[src/rtl/cbu_pkg.sv]
`timescale 1ns/1ps
package cbu_pkg;
    typedef enum logic [1:0] {
        MODE_BRANCH = 2'd0,
        MODE_SET    = 2'd1,
        MODE_LOOP   = 2'd2,
        MODE_IDLE   = 2'd3
    } mode_e;

    typedef enum logic [3:0] {
        CND_T  = 4'd0,  CND_F  = 4'd1,
        CND_HI = 4'd2,  CND_LS = 4'd3,
        CND_CC = 4'd4,  CND_CS = 4'd5,
        CND_NE = 4'd6,  CND_EQ = 4'd7,
        CND_VC = 4'd8,  CND_VS = 4'd9,
        CND_PL = 4'd10, CND_MI = 4'd11,
        CND_GE = 4'd12, CND_LT = 4'd13,
        CND_GT = 4'd14, CND_LE = 4'd15
    } cond_e;
endpackage

[src/rtl/cbu_cond_eval.sv]
`timescale 1ns/1ps
// Codes come in pairs; the odd member is the inverse of the even one.
module cbu_cond_eval (
    input  logic [3:0] code_i,
    input  logic       n_i,
    input  logic       z_i,
    input  logic       v_i,
    input  logic       c_i,
    output logic       hold_o
);
    logic base;

    always_comb begin
        unique case (code_i[3:1])
            3'd0: base = 1'b1;
            3'd1: base = !c_i && !z_i;
            3'd2: base = !c_i;
            3'd3: base = !z_i;
            3'd4: base = !v_i;
            3'd5: base = !n_i;
            3'd6: base = (n_i == v_i);
            default: base = !z_i && (n_i == v_i);
        endcase
        hold_o = base ^ code_i[0];
    end
endmodule

[src/rtl/cbu_loop_step.sv]
`timescale 1ns/1ps
module cbu_loop_step #(
    parameter int LOOP_W = 16
) (
    input  logic              hold_i,
    input  logic [LOOP_W-1:0] cnt_lo_i,
    output logic              exit_o,
    output logic              taken_o,
    output logic [LOOP_W-1:0] cnt_lo_o
);
    logic [LOOP_W-1:0] dec;

    always_comb begin
        dec      = cnt_lo_i - LOOP_W'(1);
        exit_o   = hold_i;
        cnt_lo_o = hold_i ? cnt_lo_i : dec;
        taken_o  = !hold_i && (dec != {LOOP_W{1'b1}});
    end
endmodule

[src/rtl/cond_branch_unit.sv]
`timescale 1ns/1ps
module cond_branch_unit #(
    parameter int CNT_W  = 32,
    parameter int LOOP_W = 16,
    parameter int BYTE_W = 8
) (
    input  logic              clk,
    input  logic              rst_n,
    input  logic [1:0]        mode_i,
    input  logic [3:0]        code_i,
    input  logic              flag_n_i,
    input  logic              flag_z_i,
    input  logic              flag_v_i,
    input  logic              flag_c_i,
    input  logic [CNT_W-1:0]  cnt_i,
    output logic              taken_o,
    output logic              exit_o,
    output logic [BYTE_W-1:0] set_byte_o,
    output logic [CNT_W-1:0]  cnt_o
);
    import cbu_pkg::*;

    localparam int UPPER_W = CNT_W - LOOP_W;

    typedef struct packed {
        logic              taken;
        logic              exit;
        logic [BYTE_W-1:0] set_byte;
        logic [CNT_W-1:0]  cnt;
    } out_t;

    out_t              out_d, out_q;
    logic              hold;
    logic              lp_exit, lp_taken;
    logic [LOOP_W-1:0] lp_cnt;

    cbu_cond_eval u_eval (
        .code_i (code_i),
        .n_i    (flag_n_i),
        .z_i    (flag_z_i),
        .v_i    (flag_v_i),
        .c_i    (flag_c_i),
        .hold_o (hold)
    );

    cbu_loop_step #(.LOOP_W(LOOP_W)) u_step (
        .hold_i   (hold),
        .cnt_lo_i (cnt_i[LOOP_W-1:0]),
        .exit_o   (lp_exit),
        .taken_o  (lp_taken),
        .cnt_lo_o (lp_cnt)
    );

    always_comb begin
        out_d     = '0;
        out_d.cnt = cnt_i;
        unique case (mode_e'(mode_i))
            MODE_BRANCH: out_d.taken = hold || (code_i == CND_F);
            MODE_SET:    out_d.set_byte = {BYTE_W{hold}};
            MODE_LOOP: begin
                out_d.exit  = lp_exit;
                out_d.taken = lp_taken;
                out_d.cnt   = {cnt_i[CNT_W-1 -: UPPER_W], lp_cnt};
            end
            default: ;
        endcase
    end

    always_ff @(posedge clk or negedge rst_n) begin
        if (!rst_n) out_q <= '0;
        else        out_q <= out_d;
    end

    assign taken_o    = out_q.taken;
    assign exit_o     = out_q.exit;
    assign set_byte_o = out_q.set_byte;
    assign cnt_o      = out_q.cnt;
endmodule

[config.mk]
export PLATFORM = sky130hd
export DESIGN_NAME = cond_branch_unit
export DESIGN_NICKNAME = d
export VERILOG_FILES = /design/src/rtl/cbu_pkg.sv /design/src/rtl/cbu_cond_eval.sv /design/src/rtl/cbu_loop_step.sv /design/src/rtl/cond_branch_unit.sv
export SDC_FILE = /design/constraint.sdc
export NUM_CORES = 1
export LEC_CHECK = 0
export ABC_AREA = 0
export CAP_MARGIN = 20
export CORE_MARGIN = 5
export CORE_UTILIZATION = 40
export DETAILED_ROUTE_END_ITERATION = 8
export DONT_BUFFER_PORTS = 1
export GPL_TIMING_DRIVEN = 0
export PLACE_DENSITY = 0.51
export SYNTH_ARGS = -nofsm -noshare
export SYNTH_HDL_FRONTEND = slang
export SYNTH_SLANG_ARGS = --single-unit
[constraint.sdc]
create_clock -name clk -period 0.8 [get_ports clk]
set_input_delay 0.16 -clock clk [delete_from_list [all_inputs] [get_ports clk]]
set_output_delay 0.16 -clock clk [all_outputs]
set_load 0.05 [all_outputs]
# Word level (Yosys, flattened, before mapping)
# Index checks and enable logic that the tools add are counted.
# word_totals
word_cells	34
regBits	42
inputBits	44
output_inout_bits	42
# classes
eq_ne	11
muxes	6
bitwise_logic	1
n_addsub	1
reduce_logical	11
# ops
op	n
$mux W16	2
$ne A16 B16 Y1 const B	1
$sub A16 B1 Y16 const B	1
$eq A3 B3 Y1 const B	3
$mux W8	1
$pmux W1 S7	1
$eq A3 B2 Y1 const B	2
$logic_not A1 Y1	5
$eq A4 B1 Y1 const B	1
$eq A3 B1 Y1 const B	1
$logic_and A1 B1 Y1	3
$logic_not A3 Y1	1
$eq A2 B1 Y1 const B	1
$eq A2 B2 Y1 const B	1
$logic_not A2 Y1	1
$pmux W1 S2	1
$eq A1 B1 Y1	1
$logic_or A1 B1 Y1	1
$mux W1	1
$xor A1 B1 Y1	1

# Logic depth before layout (Yosys ltp)
# logic_depth
ltp_word	7
depth_mapped	8
depth_no_buf	8

# Modules after synthesis
# A second synthesis with hierarchy kept.
# unflattened
hier_cells	165
hier_area_um2	1905.6
# modules_own_cells
module	area_per_inst_um2	cells_per_inst	n_inst	seq_area_each_um2
cond_branch_unit	1233.7	67	1	875.8
cbu_loop_step	591.8	86	1	0.0
cbu_cond_eval	80.1	12	1	0.0

# Least setup slack after synthesis
# OpenSTA, ideal clock, no wires.
# synth_timing
path_type	in2reg
start	input port cnt_i[0]
end	register out_q, in the netlist cnt_o[14]
path_stages	7
path_buffers	0
setup_time_ps	79
required_ps	721
arrival_ps	1683
path_slack_ps	-962
path_cell_list	inv_1 > ha_1 > nor3b_2 > nand4_1 > or4_1 > nor3_1 > xor2_1
# synth_lines
item	line_no	source
start: declaration	cond_branch_unit.sv:15	input logic [CNT_W-1:0] cnt_i,
end signal: assignment	cond_branch_unit.sv:71	else out_q <= out_d;
end: declaration	cond_branch_unit.sv:32	out_t out_d, out_q;

==> impl_results.md <==
- Status: finished with violations
- Failing checks: negative hold slack, negative setup slack
- Placeable core area: 4324 um2
- Routed Antenna Nets: 0
- Antenna violations before repair: 0
- Min-delay worst type: input pin to asynchronous set/reset pin
- Fin. max-slew vios: 0
- Width of the die: 76.39 um
- Final wirelength: roughly 4700 um
- DRT iter0 DRCs: 48
- Most common flop cell mapped by yosys: dfrtp_1
- Critical Path End Type: register
- Finish-stage setup viols: between 60 and 70
- Initial core utilization: 0.4077
- Critical path peak fanout: 6
- Setup total negative slack: -18610 ps
- Leak: 1.017 nW
- Hold buffer count at CTS: 32
- Synthesis Warnings: 0
- Final Cell Area: 2716 um2
- I/O pin count: 86
- Core Util, Final: 0.6282
- CP max stage delay: 290 ps
- Clock-pin slew on the worst setup and hold paths: 70 ps
- Switching Share: 0.3230
- Post-synth EDFFs: 0
- Slowest stage cell, crit path: mux2_4
- ANT cells: 0
- Port bufs: 0
- Flop pwr share: 0.541
- CP required: 1000 ps
- MaxCap Viol Count: 0
- Clk pwr share: 0.277
- Total track usage: 0.1576
- Largest net degree at the start of global routing: 36
- Syn Nets: 208
- Synth area leader: dfrtp_1
- Vias in the first global route: between 1000 and 1500
- Synthesized area: between 1500 and 2000 um2
- Worst Path Arrival: around 1600 ps
- CTS Buffer Depth: 2
- Post-synthesis sequential area ratio: 0.4968
- Tot Pwr: ~0.0043 W
- Worst-Margin Slew: 446.7 ps
- Final hold violations: 35
- 1st-pass router iterations: 4
- Root Driver: clkbuf_8
- Crit start category: input pin
- Most common cell after layout, fill and taps aside: dlygate4sd3_1
- Hold slack: -429.6 ps
- Drc violations: 0
- Via count: around 1400
- Cells along the critical path: mux2_4 > o22ai_4 > a311oi_4 > o21a_2 > buf_4 > nor4_2 > xor2_1
- Total congestion overflow: 0
- Fin crit period: 1389 ps
- Avg Synthesized Cell Area: around 11 um2
- Crit path kind: input pin to register
- First-pass GRT wire length: between 7000 and 8000 um
- Placer Congestion: between 0.8 and 0.9
- Die ar.: 5835 um2
- Area delta synth->final: 54.08%
- Top cells by area, synth: dfrtp_1 50%, xor2_1 7.9%, buf_4 3.0%, nor3_1 2.8%, nor2_1 2.3%
- Peak VDD IR: about 0.75 mV
- Async set-reset flop share out of synthesis: 1.000
- Placed Instance Area: 1946 um2
- Period utilization: 1.736
- CTS sink cnt: 35
- Comb power frac: 0.183
- Drt wl/cell: between 15 and 20 um
- Unrepaired setup endpoints after global routing: yes
- Die Height: between 70 and 80 um
- Site Rows: 24
- PnR worst setup slack: -588.7 ps
- Share of cells above drive strength 1: 0.4885
- Via density: roughly 5.4
- Worst slack at placement: -1006 ps
- H-tree depth: 2
- Final nets: 262
- Fillers: 335
- Switching power: approximately 0.0014 W
- Post-synthesis register bit count: 35
- Fmax: 720.1 MHz
- HPWL after DPL: approximately 3200 um
- P per Cell Area: around 1600 nW/um2
- TritonCTS clock tree: built
- Max transition margin: 0.7024
- CTS Buf Count: 5
- Post-Syn Instances: ~160
- Commonest non-fill, non-tap cells in the layout: 32 x dlygate4sd3_1, 31 x dfrtp_2, 16 x xor2_1, 12 x buf_4, 9 x buf_6
- Yosys cell types: 44
- Synth top area share: 0.4968
- Int Pwr: a little under 0.003 W
-- registers in the layout, summed over array words and instances, names as in the netlist --
name	flops
cnt_o	32
exit_o	1
set_byte_o	1
taken_o	1
-- Yosys cell counts (2+ instances only) --
master / instances
a211oi_1: 2
a21oi_1: 4
a31oi_1: 2
buf_4: 7
dfrtp_1: 35
ha_1: 2
inv_1: 5
nand2_1: 8
nand2b_1: 4
nand3_1: 4
nand3b_1: 3
nand4_1: 2
nor2_1: 11
nor3_1: 10
nor3_2: 3
nor4_1: 6
o21a_1: 2
o21ai_0: 4
or3_1: 3
or4_1: 3
xnor2_1: 4
xor2_1: 16
-- cells by family after synthesis --
family,share of synthesized area
mux,0.01419
simple gates,0.2129
compound gates,0.1107
buf+inv,0.05181
fa+ha+maj,0.01419
xor+xnor,0.09936
flops,0.4968
-- layer usage --
metal  routed length, um  GRT usage
met5                   0          0
met4                  82    0.05769
met3                 376    0.05437
met2                2421     0.2594
met1                1853     0.1899
-- critical path, delay by kind of cell --
| kind | cells | cell delay, ps |
|---|---|---|
| AND/OR/NAND/NOR | 1 | 290 |
| AO/OA/AOI/OAI | 3 | 510 |
| buffers and inverters | 1 | 160 |
| multiplexers | 1 | 290 |
| XOR/XNOR | 1 | 170 |
-- stage by stage --
stage                     cells  hold slack, ps
final                       269          -429.6
after global routing        269          -452.9
after CTS                   261          -440.4
after detailed placement    214          -134.7
after global placement      214          -134.7
after floorplan             162          -135.6
-- power groups by stage --
stage | sequential (W) | clock, W | combinational, W
floorplan | 0.00231 | 0 | 0.000402
global placement | 0.00232 | 0 | 0.000457
detailed placement | 0.00233 | 0 | 0.000465
CTS | 0.00231 | 0.00122 | 0.000661
global route | 0.00232 | 0.00132 | 0.000830
finish | 0.00231 | 0.00118 | 0.000781
-- worst max-delay path by stage --
| stage | from | to | depth (start not counted) |
|---|---|---|---|
| 2_1_floorplan | code_i[1] | cnt_o[12]$_DFF_PN0_ | 7 |
| 3_3_place_gp | cnt_i[6] | taken_o$_DFF_PN0_ | 6 |
| 3_5_place_dp | cnt_i[0] | cnt_o[14]$_DFF_PN0_ | 7 |
| 4_1_cts | flag_v_i | cnt_o[12]$_DFF_PN0_ | 7 |
| 5_1_grt | code_i[1] | cnt_o[12]$_DFF_PN0_ | 7 |
| 6_report | code_i[1] | cnt_o[5]$_DFF_PN0_ | 7 |
-- final cells by class --
type,instances,area (um2),share of cell area
tap,52,65.06,0.02395
sequential,35,918.4,0.3381
inverter,5,26.28,0.009673
timing repair buffer,47,444.2,0.1635
clock buffer,7,76.32,0.02810
clock inverter,1,5.005,0.001842
buffer,10,122.6,0.04514
multi-input combinational,112,1059,0.3897
-- timing repair --
action,CTS,global route
buffers inserted,7,7
gates cloned,0,1
endpoints found under the hold margin,67,35
pin swaps,7,12
setup endpoints to repair,61,61
resized for setup,40,34
Power figures use the tool's default switching activity.
